==> config.mk <==
export PLATFORM = sky130hd
export DESIGN_NAME = desc_chain_walker
export DESIGN_NICKNAME = d
export VERILOG_FILES = /design/src/rtl/dcw_pkg.sv /design/src/rtl/dcw_decode.sv /design/src/rtl/dcw_next_ptr.sv /design/src/rtl/dcw_req_gen.sv /design/src/rtl/desc_chain_walker.sv
export SDC_FILE = /design/constraint.sdc
export NUM_CORES = 1
export LEC_CHECK = 0
export ABC_CLOCK_PERIOD_IN_PS = 2820
export CORE_AREA = 8 8 132 134
export DETAILED_ROUTE_END_ITERATION = 8
export DIE_AREA = 0 0 140 142
export GPL_ROUTABILITY_DRIVEN = 0
export PLACE_DENSITY = 0.81
export SLEW_MARGIN = 25
export SYNTH_ARGS = -nofsm -noshare
export SYNTH_HDL_FRONTEND = slang
export SYNTH_SLANG_ARGS = --single-unit
==> constraint.sdc <==
create_clock -name clk -period 2.82 [get_ports clk]
set_clock_uncertainty 0.15 [all_clocks]
set_input_delay 0.564 -clock clk [delete_from_list [all_inputs] [get_ports clk]]
set_output_delay 0.564 -clock clk [all_outputs]
set_load 0.05 [all_outputs]
==> src/rtl/dcw_pkg.sv <==
package dcw_pkg;

    typedef enum logic [3:0] {
        WS_IDLE,
        WS_RD0_REQ,
        WS_RD0_WAIT,
        WS_RD1_REQ,
        WS_RD1_WAIT,
        WS_XFER_GO,
        WS_XFER_WAIT,
        WS_WB_REQ
    } walk_state_t;

    typedef enum logic [1:0] {
        KIND_DATA,
        KIND_LINK,
        KIND_END
    } desc_kind_t;

endpackage

==> src/rtl/dcw_decode.sv <==
module dcw_decode
    import dcw_pkg::*;
(
    input  logic       type_bit_i,
    input  logic       end_bit_i,
    output desc_kind_t kind_o
);

    // The end bit only counts when the type bit marks a control entry.
    always_comb begin
        if (!type_bit_i) begin
            kind_o = KIND_DATA;
        end else if (end_bit_i) begin
            kind_o = KIND_END;
        end else begin
            kind_o = KIND_LINK;
        end
    end

endmodule

==> src/rtl/dcw_next_ptr.sv <==
module dcw_next_ptr #(
    parameter int WORD_W       = 32,
    parameter int STRIDE_BYTES = 8
) (
    input  logic [WORD_W-1:0] cur_i,
    input  logic [WORD_W-1:0] link_i,
    input  logic              take_link_i,
    output logic [WORD_W-1:0] next_o,
    output logic [WORD_W-1:0] word1_addr_o
);

    localparam int WORD_BYTES = WORD_W / 8;
    localparam logic [WORD_W-1:0] STRIDE_V = WORD_W'(STRIDE_BYTES);
    localparam logic [WORD_W-1:0] WORD1_V  = WORD_W'(WORD_BYTES);

    always_comb begin
        next_o       = take_link_i ? link_i : (cur_i + STRIDE_V);
        word1_addr_o = cur_i + WORD1_V;
    end

endmodule

==> src/rtl/dcw_req_gen.sv <==
module dcw_req_gen
    import dcw_pkg::*;
#(
    parameter int WORD_W      = 32,
    parameter int WB_FLAG_BIT = 29
) (
    input  walk_state_t       st_i,
    input  logic [WORD_W-1:0] ptr_i,
    input  logic [WORD_W-1:0] word1_addr_i,
    input  logic [WORD_W-1:0] word0_i,
    output logic              valid_o,
    output logic              write_o,
    output logic [WORD_W-1:0] addr_o,
    output logic [WORD_W-1:0] wdata_o
);

    localparam logic [WORD_W-1:0] FLAG_MASK = WORD_W'(1) << WB_FLAG_BIT;

    always_comb begin
        valid_o = 1'b0;
        write_o = 1'b0;
        addr_o  = ptr_i;
        wdata_o = word0_i | FLAG_MASK;
        case (st_i)
            WS_RD0_REQ: begin
                valid_o = 1'b1;
            end
            WS_RD1_REQ, WS_RD1_WAIT: begin
                valid_o = (st_i == WS_RD1_REQ);
                addr_o  = word1_addr_i;
            end
            WS_WB_REQ: begin
                valid_o = 1'b1;
                write_o = 1'b1;
            end
            default: begin
                valid_o = 1'b0;
            end
        endcase
    end

endmodule

==> src/rtl/desc_chain_walker.sv <==
module desc_chain_walker
    import dcw_pkg::*;
#(
    parameter int WORD_W       = 32,
    parameter int STRIDE_BYTES = 8,
    parameter int WB_FLAG_BIT  = 29
) (
    input  logic              clk,
    input  logic              rst_n,
    input  logic              start_i,
    input  logic [WORD_W-1:0] base_addr_i,
    output logic              busy_o,
    output logic              done_o,
    output logic [WORD_W-1:0] last_desc_o,
    output logic              mem_req_valid_o,
    input  logic              mem_req_ready_i,
    output logic              mem_req_write_o,
    output logic [WORD_W-1:0] mem_req_addr_o,
    output logic [WORD_W-1:0] mem_req_wdata_o,
    input  logic              mem_rsp_valid_i,
    input  logic [WORD_W-1:0] mem_rsp_data_i,
    output logic              xfer_start_o,
    output logic [WORD_W-1:0] xfer_addr_o,
    input  logic              xfer_done_i
);

    localparam int TYPE_POS = WORD_W - 1;
    localparam int END_POS  = WORD_W - 2;

    typedef struct packed {
        walk_state_t       st;
        logic [WORD_W-1:0] ptr;
        logic [WORD_W-1:0] word0;
        logic [WORD_W-1:0] buf_addr;
        logic [WORD_W-1:0] last;
        logic              done;
    } walk_regs_t;

    walk_regs_t r_q, r_d;

    desc_kind_t        kind;
    logic [WORD_W-1:0] next_ptr;
    logic [WORD_W-1:0] word1_addr;
    logic              req_hs;

    dcw_decode u_decode (
        .type_bit_i (r_q.word0[TYPE_POS]),
        .end_bit_i  (r_q.word0[END_POS]),
        .kind_o     (kind)
    );

    dcw_next_ptr #(
        .WORD_W       (WORD_W),
        .STRIDE_BYTES (STRIDE_BYTES)
    ) u_next_ptr (
        .cur_i        (r_q.ptr),
        .link_i       (mem_rsp_data_i),
        .take_link_i  (kind == KIND_LINK),
        .next_o       (next_ptr),
        .word1_addr_o (word1_addr)
    );

    dcw_req_gen #(
        .WORD_W      (WORD_W),
        .WB_FLAG_BIT (WB_FLAG_BIT)
    ) u_req_gen (
        .st_i         (r_q.st),
        .ptr_i        (r_q.ptr),
        .word1_addr_i (word1_addr),
        .word0_i      (r_q.word0),
        .valid_o      (mem_req_valid_o),
        .write_o      (mem_req_write_o),
        .addr_o       (mem_req_addr_o),
        .wdata_o      (mem_req_wdata_o)
    );

    assign req_hs = mem_req_valid_o & mem_req_ready_i;

    always_comb begin
        r_d      = r_q;
        r_d.done = 1'b0;
        case (r_q.st)
            WS_IDLE: begin
                if (start_i) begin
                    r_d.ptr = base_addr_i;
                    r_d.st  = WS_RD0_REQ;
                end
            end
            WS_RD0_REQ: begin
                if (req_hs) begin
                    r_d.st = WS_RD0_WAIT;
                end
            end
            WS_RD0_WAIT: begin
                if (mem_rsp_valid_i) begin
                    r_d.word0 = mem_rsp_data_i;
                    r_d.st    = WS_RD1_REQ;
                end
            end
            WS_RD1_REQ: begin
                if (req_hs) begin
                    r_d.st = WS_RD1_WAIT;
                end
            end
            WS_RD1_WAIT: begin
                if (mem_rsp_valid_i) begin
                    case (kind)
                        KIND_END: begin
                            r_d.st   = WS_IDLE;
                            r_d.done = 1'b1;
                        end
                        KIND_LINK: begin
                            r_d.last = r_q.ptr;
                            r_d.ptr  = next_ptr;
                            r_d.st   = WS_RD0_REQ;
                        end
                        default: begin
                            r_d.buf_addr = mem_rsp_data_i;
                            r_d.st       = WS_XFER_GO;
                        end
                    endcase
                end
            end
            WS_XFER_GO: begin
                r_d.st = WS_XFER_WAIT;
            end
            WS_XFER_WAIT: begin
                if (xfer_done_i) begin
                    r_d.st = WS_WB_REQ;
                end
            end
            WS_WB_REQ: begin
                if (req_hs) begin
                    r_d.last = r_q.ptr;
                    r_d.ptr  = next_ptr;
                    r_d.st   = WS_RD0_REQ;
                end
            end
            default: begin
                r_d.st = WS_IDLE;
            end
        endcase
    end

    always_ff @(posedge clk) begin
        if (!rst_n) begin
            r_q.st       <= WS_IDLE;
            r_q.ptr      <= '0;
            r_q.word0    <= '0;
            r_q.buf_addr <= '0;
            r_q.last     <= '0;
            r_q.done     <= 1'b0;
        end else begin
            r_q <= r_d;
        end
    end

    assign busy_o       = (r_q.st != WS_IDLE);
    assign done_o       = r_q.done;
    assign last_desc_o  = r_q.last;
    assign xfer_start_o = (r_q.st == WS_XFER_GO);
    assign xfer_addr_o  = r_q.buf_addr;

endmodule

==> flow_summary.json, run 1 <==
{
  "overflow": 0,
  "syn-cell-area_sq_mm": 0.00741,
  "worstPathMaxFanout": 4,
  "grt_pass1_wl_microns": 40000,
  "end_kind": "output port",
  "drv_slew": 0,
  "slowest_stage": "dfxtp_2",
  "ys_seq_area_share_pct": 35.4,
  "io_pins": 203,
  "htreeDepth": 4,
  "placed_cell_area_sq_mm": 0.00953,
  "rsz0062_at_grt": "yes",
  "critPathKind": "reg -> out",
  "totalWireLength_microns": 26300,
  "clock_sinks": 131,
  "clk_pin_slew_ns": 0.05,
  "fp.dieW_microns": 140,
  "status": "finished, violations left",
  "pwr-share-comb_pct": 22.0,
  "synth-edff-count": 0,
  "ir_drop_mv": 0.499,
  "clk_latency_ns": 0.42,
  "drt_iter0_drc": 787,
  "viasPerCell": 5.81,
  "worst_pin_slew_ns": 0.559,
  "wl_per_cell_microns": 20.1,
  "hp-class": "reg -> reg",
  "max_stage_delay_ns": 0.36,
  "switching_power_uw": 1630,
  "cap_violations": 0,
  "relSlewSlack_pct": 62.7,
  "path_buf_inv": 3,
  "start_kind": "flip-flop",
  "grt_max_degree": 103,
  "ys_async_sr_fraction_pct": 0,
  "drcViolationCount": 0,
  "pwr-share-clk_pct": 41.4,
  "finalInstanceArea_sq_mm": 0.0107,
  "start_util_pct": 48.0,
  "port_buffers": 201,
  "powerDensity_mw_per_mm2": 515,
  "die_area_sq_mm": 0.0199,
  "ys_seq_elements": 131,
  "setup_viol": 19,
  "cts_made_buffers": 17,
  "fin_crit_sh_pct": 107,
  "nNetsFinal": 1177,
  "totalPowerFinal_uw": 5510,
  "crit_arrival_ns": 2.32,
  "antenna_found_initial": 1,
  "p_leak_uw": 0.00390,
  "ys.flop_type": "dfxtp_1",
  "crit_chain": "buf_6 > and4_4 > o211ai_1 > nor4_2 > buf_4 > nand2_2 > xnor2_4 > buf_12",
  "rows": 46,
  "setup_slack_ns": -0.209,
  "synth_area_per_cell_sq_um": 7.49,
  "hpwl_microns": 18100,
  "hold_viol": 0,
  "critPathTopFamily": "simple AND/OR/NAND/NOR gates",
  "drtPass1Iterations": 6,
  "synth_cells": 989,
  "synth_cell_types": 69,
  "syn_nets": 1061,
  "clockRootBuffer": "clkbuf_16",
  "clockBufferDepth": 2,
  "max_freq_mhz": 330,
  "grt_pass1_vias": 7116,
  "violations": "negative setup slack",
  "coreArea_sq_mm": 0.0154,
  "sw_frac_of_total_pct": 29.5,
  "seqPwrFrac_pct": 36.6,
  "worst_ep_required_time_ns": 2.11,
  "die_y_microns": 142,
  "num_vias": 7616,
  "period_needed_ns": 3.03,
  "finalSetupTns_ns": -2.20,
  "ys_warn_count": 0,
  "cts_tree": "done",
  "postRouteAntennaNets": 0,
  "synthToLayoutAreaGrowth_pct": 44.3,
  "p_int_uw": 3880,
  "grt_use_total_pct": 25.2,
  "drive_gt1_share_pct": 21.7
}
==> timing repair <==
item,CTS,global route
hold buffers,0,0
gates cloned,0,0
gates resized for setup,68,26
setup buffers,14,5
endpoints found under the setup margin,22,24
pin swaps,19,19
==> cell usage in the layout (no fill, tap or decap), types with 4 or more instances in the layout <==
| master | Yosys | layout |
|---|---|---|
| clkinv_2 | 0 | 5 |
| dfxtp_1 | 131 | 114 |
| nand3_4 | 0 | 5 |
| and2_1 | 5 | 5 |
| and3_1 | 5 | 5 |
| o211ai_1 | 7 | 7 |
| nor2_4 | 0 | 8 |
| o2bb2ai_1 | 5 | 5 |
| nor3_1 | 15 | 12 |
| buf_4 | 101 | 79 |
| nand3_1 | 59 | 54 |
| clkdlybuf4s50_1 | 0 | 167 |
| o21ai_0 | 31 | 31 |
| nand4_1 | 20 | 20 |
| buf_6 | 10 | 4 |
| a31oi_1 | 9 | 9 |
| nand2_1 | 217 | 212 |
| xor2_2 | 0 | 5 |
| a211oi_1 | 6 | 6 |
| xnor2_4 | 0 | 8 |
| nor2_1 | 46 | 37 |
| clkinvlp_4 | 0 | 4 |
| a211o_1 | 5 | 5 |
| clkbuf_16 | 0 | 18 |
| xnor2_2 | 0 | 8 |
| xor2_1 | 15 | 7 |
| buf_12 | 0 | 33 |
| or3_1 | 5 | 5 |
| inv_1 | 6 | 5 |
| dfxtp_4 | 0 | 7 |
| dfxtp_2 | 0 | 10 |
| a21oi_1 | 124 | 124 |
| xnor2_1 | 28 | 12 |
==> sequential cells by signal, indices dropped and copies added (netlist names) <==
signal,count
done_o,1
last_desc_o,32
r_q,66
xfer_addr_o,32
==> cells in the mapped netlist (all sizes together) (5+ instances only) <==
cell	n	area, sq um
a211o	5	43.8
a211oi	6	45.0
a21oi	124	621
a31oi	9	56.3
and2	5	31.3
and3	5	31.3
and4	5	45.0
buf	130	972
clkbuf	56	213
dfxtp	131	2620
inv	6	22.5
nand2	217	815
nand3	60	305
nand4	22	159
nor2	46	173
nor3	15	75.1
nor4	5	52.6
o211ai	7	52.6
o21ai	31	155
o2bb2ai	5	43.8
or3	6	38.8
xnor2	28	245
xor2	15	131
==> tightest hold or removal path: stages, from the launching register on <==
cell and delay, ns:
dfxtp_1 0.30, nand2_1 0.05, a21oi_1 0.05
==> metal layers <==
layer  share of wire [%]  GRT usage [%]  vias up
li1                    -              -     3505
met1                  42           32.4     3567
met2                  45           39.0      466
met3                 9.5           7.01       78
met4                 3.1           10.8        0
met5                   0              0        -
==> cell type report <==
cell class / count / area [sq um]
well taps: 192 / 240
repair buffers: 284 / 3000
fillers: 1173 / 4730
clock buffers: 19 / 453
diodes: 1 / 2.50
multi-input cells: 665 / 4160
clock inverters: 13 / 158
flip-flops and latches: 131 / 2660
inverters: 6 / 23.8
==> power by group through the flow <==
stage,Combinational (uW),Sequential [uW],Clock [uW]
global route,1270,2020,2380
detailed placement,1140,2040,0
CTS,1180,2000,2310
finish,1210,2010,2280
floorplan,695,1990,0
global placement,1130,2030,0
==> logic make-up (layout without fill, tap and decap cells) <==
logic type	after synthesis	in the layout	share of synthesized area (%)
xor gates and xnor gates	43	43	5.08
adders and majority gates	2	2	0.338
DFF	131	131	35.4
buffers and inverters	193	322	16.4
AOI/OAI and AO/OA	217	217	17.5
other	1	2	0.0506
muxes	3	3	0.405
and+or+nand+nor	399	399	24.8
==> path summary, 6_finish.rpt <==
check	start	end	slack, ns	cells after the start
worst min register to register	xfer_addr_o[7]	xfer_addr_o[7]	0.30	2
worst min-delay path	xfer_addr_o[7]	xfer_addr_o[7]	0.30	2
worst max-delay path	r_q[101]	mem_req_addr_o[28]	-0.21	8
worst max register to register	r_q[129]	r_q[127]	0.40	6
==> stage by stage <==
stage | instances | hold WS [ns] | worst slack [ns] | utilization [%]
global placement | 1260 | 0.287 | 0.158 | 61.8
finish | 1311 | 0.302 | -0.209 | 69.3
floorplan | 989 | 0.282 | -0.0141 | -
CTS | 1306 | 0.303 | -0.139 | 68.2
detailed placement | 1260 | 0.295 | 0.0781 | 61.8
global route | 1311 | 0.317 | -0.265 | 69.3
Note: power is estimated with default switching activity, not from simulation.
==> run 2, diff against run 1 <==
--- a/config.mk
+++ b/config.mk
@@ -5,12 +5,12 @@
 export SDC_FILE = /design/constraint.sdc
 export NUM_CORES = 1
 export LEC_CHECK = 0
-export ABC_CLOCK_PERIOD_IN_PS = 2820
-export CORE_AREA = 8 8 132 134
+export ABC_CLOCK_PERIOD_IN_PS = 3900
+export CORE_AREA = 8 8 128 130
 export DETAILED_ROUTE_END_ITERATION = 8
-export DIE_AREA = 0 0 140 142
+export DIE_AREA = 0 0 136 138
 export GPL_ROUTABILITY_DRIVEN = 0
-export PLACE_DENSITY = 0.81
+export PLACE_DENSITY = 0.85
 export SLEW_MARGIN = 25
 export SYNTH_ARGS = -nofsm -noshare
 export SYNTH_HDL_FRONTEND = slang
==> constraint.sdc (replaced) <==
create_clock -name clk -period 3.9 [get_ports clk]
set_clock_uncertainty 0.15 [all_clocks]
set_input_delay 0.78 -clock clk [delete_from_list [all_inputs] [get_ports clk]]
set_output_delay 0.78 -clock clk [all_outputs]
set_load 0.05 [all_outputs]
==> flow_summary.json, run 2 (synthesis results as in run 1) <==
{
  "finalInstanceArea_sq_mm": 0.00950,
  "worst_hold_slack_ns": 0.299,
  "end_kind": "output port",
  "cap_violations": 0,
  "placed_cell_area_sq_mm": 0.00885,
  "crit_arrival_ns": 2.81,
  "grt_max_degree": 64,
  "die_y_microns": 138,
  "max_stage_delay_ns": 0.85,
  "crit_end": "mem_req_addr_o[14]",
  "gr-usage-met1_pct": 31.9,
  "place_inst": 1216,
  "hold_viol": 0,
  "rsz0062_at_grt": "no",
  "cts_made_buffers": 17,
  "powerDensity_mw_per_mm2": 411,
  "final_cell_mix": "nand2_1, clkdlybuf4s50_1, dfxtp_1",
  "clockRootBuffer": "clkbuf_16",
  "clk_latency_ns": 0.42,
  "drv_slew": 0,
  "synthToLayoutAreaGrowth_pct": 28.3,
  "r2r_slack_ns": 1.12,
  "num_vias": 7292,
  "final_common_cell": "nand2_1",
  "io_pins": 203,
  "fin_crit_sh_pct": 96.0,
  "port_buffers": 201,
  "drt_iter0_drc": 645,
  "drive_gt1_share_pct": 10.1,
  "grt_use_total_pct": 24.9,
  "clock_sinks": 131,
  "setup_viol": 0,
  "regMostFlops": "r_q",
  "worstPathMaxFanout": 18,
  "finalSetupTns_ns": 0,
  "cp-startpoint": "r_q[130]",
  "postRouteAntennaNets": 0,
  "hp-class": "reg -> reg",
  "grt_pass1_wl_microns": 37600,
  "n_fill_cell": 1158,
  "totalWireLength_microns": 24100,
  "grtUsageMet3_pct": 6.09,
  "wl_per_cell_microns": 19.3,
  "worst_pin_slew_ns": 1.00,
  "multi_input_area_sq_mm": 0.00359,
  "fp.dieW_microns": 136,
  "drcViolationCount": 0,
  "worst_ep_required_time_ns": 2.97,
  "antenna_found_initial": 0,
  "critPathKind": "reg -> out",
  "fin_cells": 1248,
  "htreeDepth": 4,
  "largest_reg_flops": 66,
  "coreArea_sq_mm": 0.0143,
  "cts_setup_buffers": 0,
  "viasPerCell": 5.84,
  "r2r_end": "r_q[123]",
  "r2r_start": "r_q[131]",
  "nNetsFinal": 1123,
  "seq_area_sq_mm": 0.00262,
  "start_util_pct": 51.8,
  "clk_pin_slew_ns": 0.06,
  "cts_tree": "done",
  "grt.met2_usage_pct": 38.6,
  "die_area_sq_mm": 0.0188,
  "busiest_layer": "met2",
  "period_needed_ns": 3.74,
  "start_kind": "flip-flop",
  "setup_slack_ns": 0.155,
  "reg2reg_depth": 7,
  "pre_cts_ws_ns": 0.501,
  "clockBufferDepth": 2,
  "antenna_cells": 0,
  "overflow": 0,
  "status": "complete, no violations",
  "ir_drop_mv": 0.310,
  "relSlewSlack_pct": 33.0,
  "p_leak_uw": 0.00331,
  "crit_chain": "and3b_1 > o211a_1 > nand3_1 > xnor2_1 > clkdlybuf4s50_1",
  "slowest_stage": "clkdlybuf4s50_1",
  "grt_pass1_vias": 6906,
  "rows": 44,
  "max_freq_mhz": 267,
  "hpwl_microns": 17300,
  "drtPass1Iterations": 5
}
## run 2: changes by cell type in the layout (fill, tap and decap cells not counted), sizes merged
cell / delta
buf: -65
bufinv: +1
clkdlybuf4s50: +12
clkinv: +1
clkinvlp: -3
diode: -1
## run 2: timing repair
item,in CTS,in global routing
hold buffers,0,0
hold endpoints to repair,0,0
gates resized for setup,0,1
endpoints found under the setup margin,0,3
## run 2: where the power goes
part           leakage [uW]  switching, uW  internal (uW)
Sequential          0.00106           74.2           1390
Clock              0.000316            608           1120
Combinational       0.00193            428            284
Total               0.00331           1110           2790
## run 2: critical path: cells and delay by family (launching register included)
kind,cells,cell delay [ns]
compound gates,1,0.24
simple gates,2,0.40
flops,1,0.66
xor+xnor,1,0.24
buf+inv,1,0.85
## run 2: how the worst min path moves through the flow
stage                    start              end  cells past startpoint
2_1_floorplan  last_desc_o[10]  last_desc_o[10]                      2
3_3_place_gp   last_desc_o[29]  last_desc_o[29]                      2
3_5_place_dp    last_desc_o[7]   last_desc_o[7]                      2
4_1_cts         last_desc_o[7]   last_desc_o[7]                      2
5_1_grt         last_desc_o[7]   last_desc_o[7]                      2
6_report        last_desc_o[8]   last_desc_o[8]                      2
## run 2: routing by layer
layer	vias up	part of all wire, %
met2	457	46
met4	0	3.3
met1	3362	41
met3	67	10
met5	-	0
li1	3406	-
## run 2: area by class of cell
| cell class | instances | area share [%] |
|---|---|---|
| timing repair buffer | 230 | 25.1 |
| clock buffer | 20 | 4.91 |
| clock inverter | 12 | 1.87 |
| sequential | 131 | 27.6 |
| inverter | 6 | 0.250 |
| tap | 184 | 2.42 |
| multi-input combinational | 665 | 37.8 |
## run 2: per-stage QoR
| step | total power (uW) | util, % |
|---|---|---|
| 2_1_floorplan | 1920 | - |
| 3_3_place_gp | 2180 | 61.8 |
| 3_5_place_dp | 2190 | 61.8 |
| 4_1_cts | 3910 | 66.3 |
| 5_1_grt | 4020 | 66.4 |
| 6_report | 3900 | 66.4 |
==> run 3, diff against run 2 <==
--- a/config.mk
+++ b/config.mk
@@ -11,7 +11,6 @@
 export DIE_AREA = 0 0 136 138
 export GPL_ROUTABILITY_DRIVEN = 0
 export PLACE_DENSITY = 0.85
-export SLEW_MARGIN = 25
 export SYNTH_ARGS = -nofsm -noshare
 export SYNTH_HDL_FRONTEND = slang
 export SYNTH_SLANG_ARGS = --single-unit
==> flow_summary.json, run 3 (synthesis results as in run 1) <==
{
  "grt_pass1_vias": 6842,
  "num_vias": 7153,
  "crit_arrival_ns": 2.81,
  "setup_viol": 0,
  "fp.dieW_microns": 136,
  "r2r_slack_ns": 1.19,
  "hp-class": "reg -> reg",
  "grt_max_degree": 64,
  "die_area_sq_mm": 0.0188,
  "worst_ep_required_time_ns": 2.97,
  "rsz0062_at_grt": "no",
  "finalSetupTns_ns": 0,
  "clk_pin_slew_ns": 0.06,
  "clock_sinks": 131,
  "io_pins": 203,
  "postRouteAntennaNets": 0,
  "regMostFlops": "r_q",
  "crit_chain": "and3b_1 > o211a_1 > nand3_1 > xnor2_1 > clkdlybuf4s50_1",
  "cts_made_buffers": 17,
  "max_freq_mhz": 268,
  "worst_hold_startpoint": "last_desc_o[9]",
  "drcViolationCount": 0,
  "drtPass1Iterations": 6,
  "r2r_end": "r_q[120]",
  "slowest_stage": "clkdlybuf4s50_1",
  "final_common_cell": "nand2_1",
  "ir_drop_mv": 0.252,
  "fin_crit_sh_pct": 95.8,
  "critPathKind": "reg -> out",
  "hold_depth": 2,
  "hold_viol": 0,
  "worstPathMaxFanout": 18,
  "powerDensity_mw_per_mm2": 397,
  "r2r_start": "r_q[131]",
  "overflow": 0,
  "relSlewSlack_pct": 22.8,
  "clockBufferDepth": 2,
  "rows": 44,
  "coreArea_sq_mm": 0.0143,
  "post_cts_resized": 0,
  "nNetsFinal": 1123,
  "max_stage_delay_ns": 0.85,
  "hpwl_microns": 17400,
  "min_to": "last_desc_o[9]",
  "cap_violations": 0,
  "cts_setup_buffers": 0,
  "end_kind": "output port",
  "htreeDepth": 4,
  "placed_cell_area_sq_mm": 0.00885,
  "wl_per_cell_microns": 19.3,
  "final_cell_mix": "nand2_1, clkdlybuf4s50_1, dfxtp_1",
  "largest_reg_flops": 66,
  "grt_pass1_wl_microns": 37200,
  "synthToLayoutAreaGrowth_pct": 27.6,
  "start_util_pct": 51.8,
  "drt_iter0_drc": 729,
  "period_needed_ns": 3.74,
  "antenna_found_initial": 1,
  "finalInstanceArea_sq_mm": 0.00945,
  "clockRootBuffer": "clkbuf_16",
  "worst_hold_slack_ns": 0.300,
  "grt_use_total_pct": 24.7,
  "drv_slew": 0,
  "status": "complete, no violations",
  "cts_hold_buf": 0,
  "start_kind": "flip-flop",
  "die_y_microns": 138,
  "worst_pin_slew_ns": 1.16,
  "drive_gt1_share_pct": 9.96,
  "clk_latency_ns": 0.42,
  "p_leak_uw": 0.00327,
  "viasPerCell": 5.73,
  "cts_tree": "done",
  "port_buffers": 201,
  "totalWireLength_microns": 24100,
  "reg2reg_depth": 7
}
==> run 3: cell count changes in the layout (fill, tap and decap cells not counted), moves of 2 or more <==
| cell | before | now |
|---|---|---|
| clkinvlp_4 | 1 | 5 |
| clkbuf_8 | 3 | 5 |
| clkinv_2 | 4 | 2 |
| bufinv_16 | 4 | 1 |
==> run 3: stage by stage <==
stage          cells  setup slack [ns]  total power (uW)  util (%)
3_3_place_gp    1216             0.597              2180      61.8
2_1_floorplan    989             0.458              1920         -
4_1_cts         1248             0.142              3750      66.0
6_report        1249             0.162              3750      66.0
3_5_place_dp    1216             0.498              2190      61.8
5_1_grt         1249            0.0700              3860      66.0
==> run 3: final cells by class <==
cell class                 count  area (sq um)
timing repair buffer         230          2390
tap                          184           230
fill                        1160          4860
inverter                       6          23.8
clock buffer                  22           494
multi-input combinational    665          3590
antenna                        1          2.50
sequential                   131          2620
clock inverter                10          98.8
==> run 3: worst max-delay path: cells and delay by family, from the launching register on <==
| family | cells | cell delay, ns |
|---|---|---|
| simple gates | 2 | 0.40 |
| xor+xnor | 1 | 0.23 |
| flops | 1 | 0.68 |
| buf+inv | 1 | 0.85 |
| compound gates | 1 | 0.22 |
==> run 3: how the worst max path moves through the flow <==
stage	start	endpoint	slack, ns
floorplan	r_q[100]	mem_req_addr_o[29]	0.46
global placement	mem_req_ready_i	r_q[118]	0.60
detailed placement	mem_rsp_valid_i	r_q[123]	0.50
CTS	r_q[130]	mem_req_addr_o[19]	0.14
global route	r_q[130]	mem_req_addr_o[20]	0.07
finish	r_q[130]	mem_req_addr_o[14]	0.16
==> run 3: per-layer routing <==
metal  share of wire (%)  wire (microns)  global-route usage [%]  vias to the layer above
met5                   0               0                       0                        -
met4                 2.7             639                    8.27                        0
met3                 8.7            2090                    5.87                       51
met2                  46           11100                    39.1                      337
met1                  43           10300                    32.0                     3369
li1                    -               -                       -                     3396
==> run 3: power breakdown <==
part / total, uW / leakage [uW] / internal, uW / switching (uW)
clock: 1580 / 0.000277 / 964 / 616
sequential: 1460 / 0.00106 / 1390 / 74.4
combinational: 712 / 0.00193 / 284 / 428
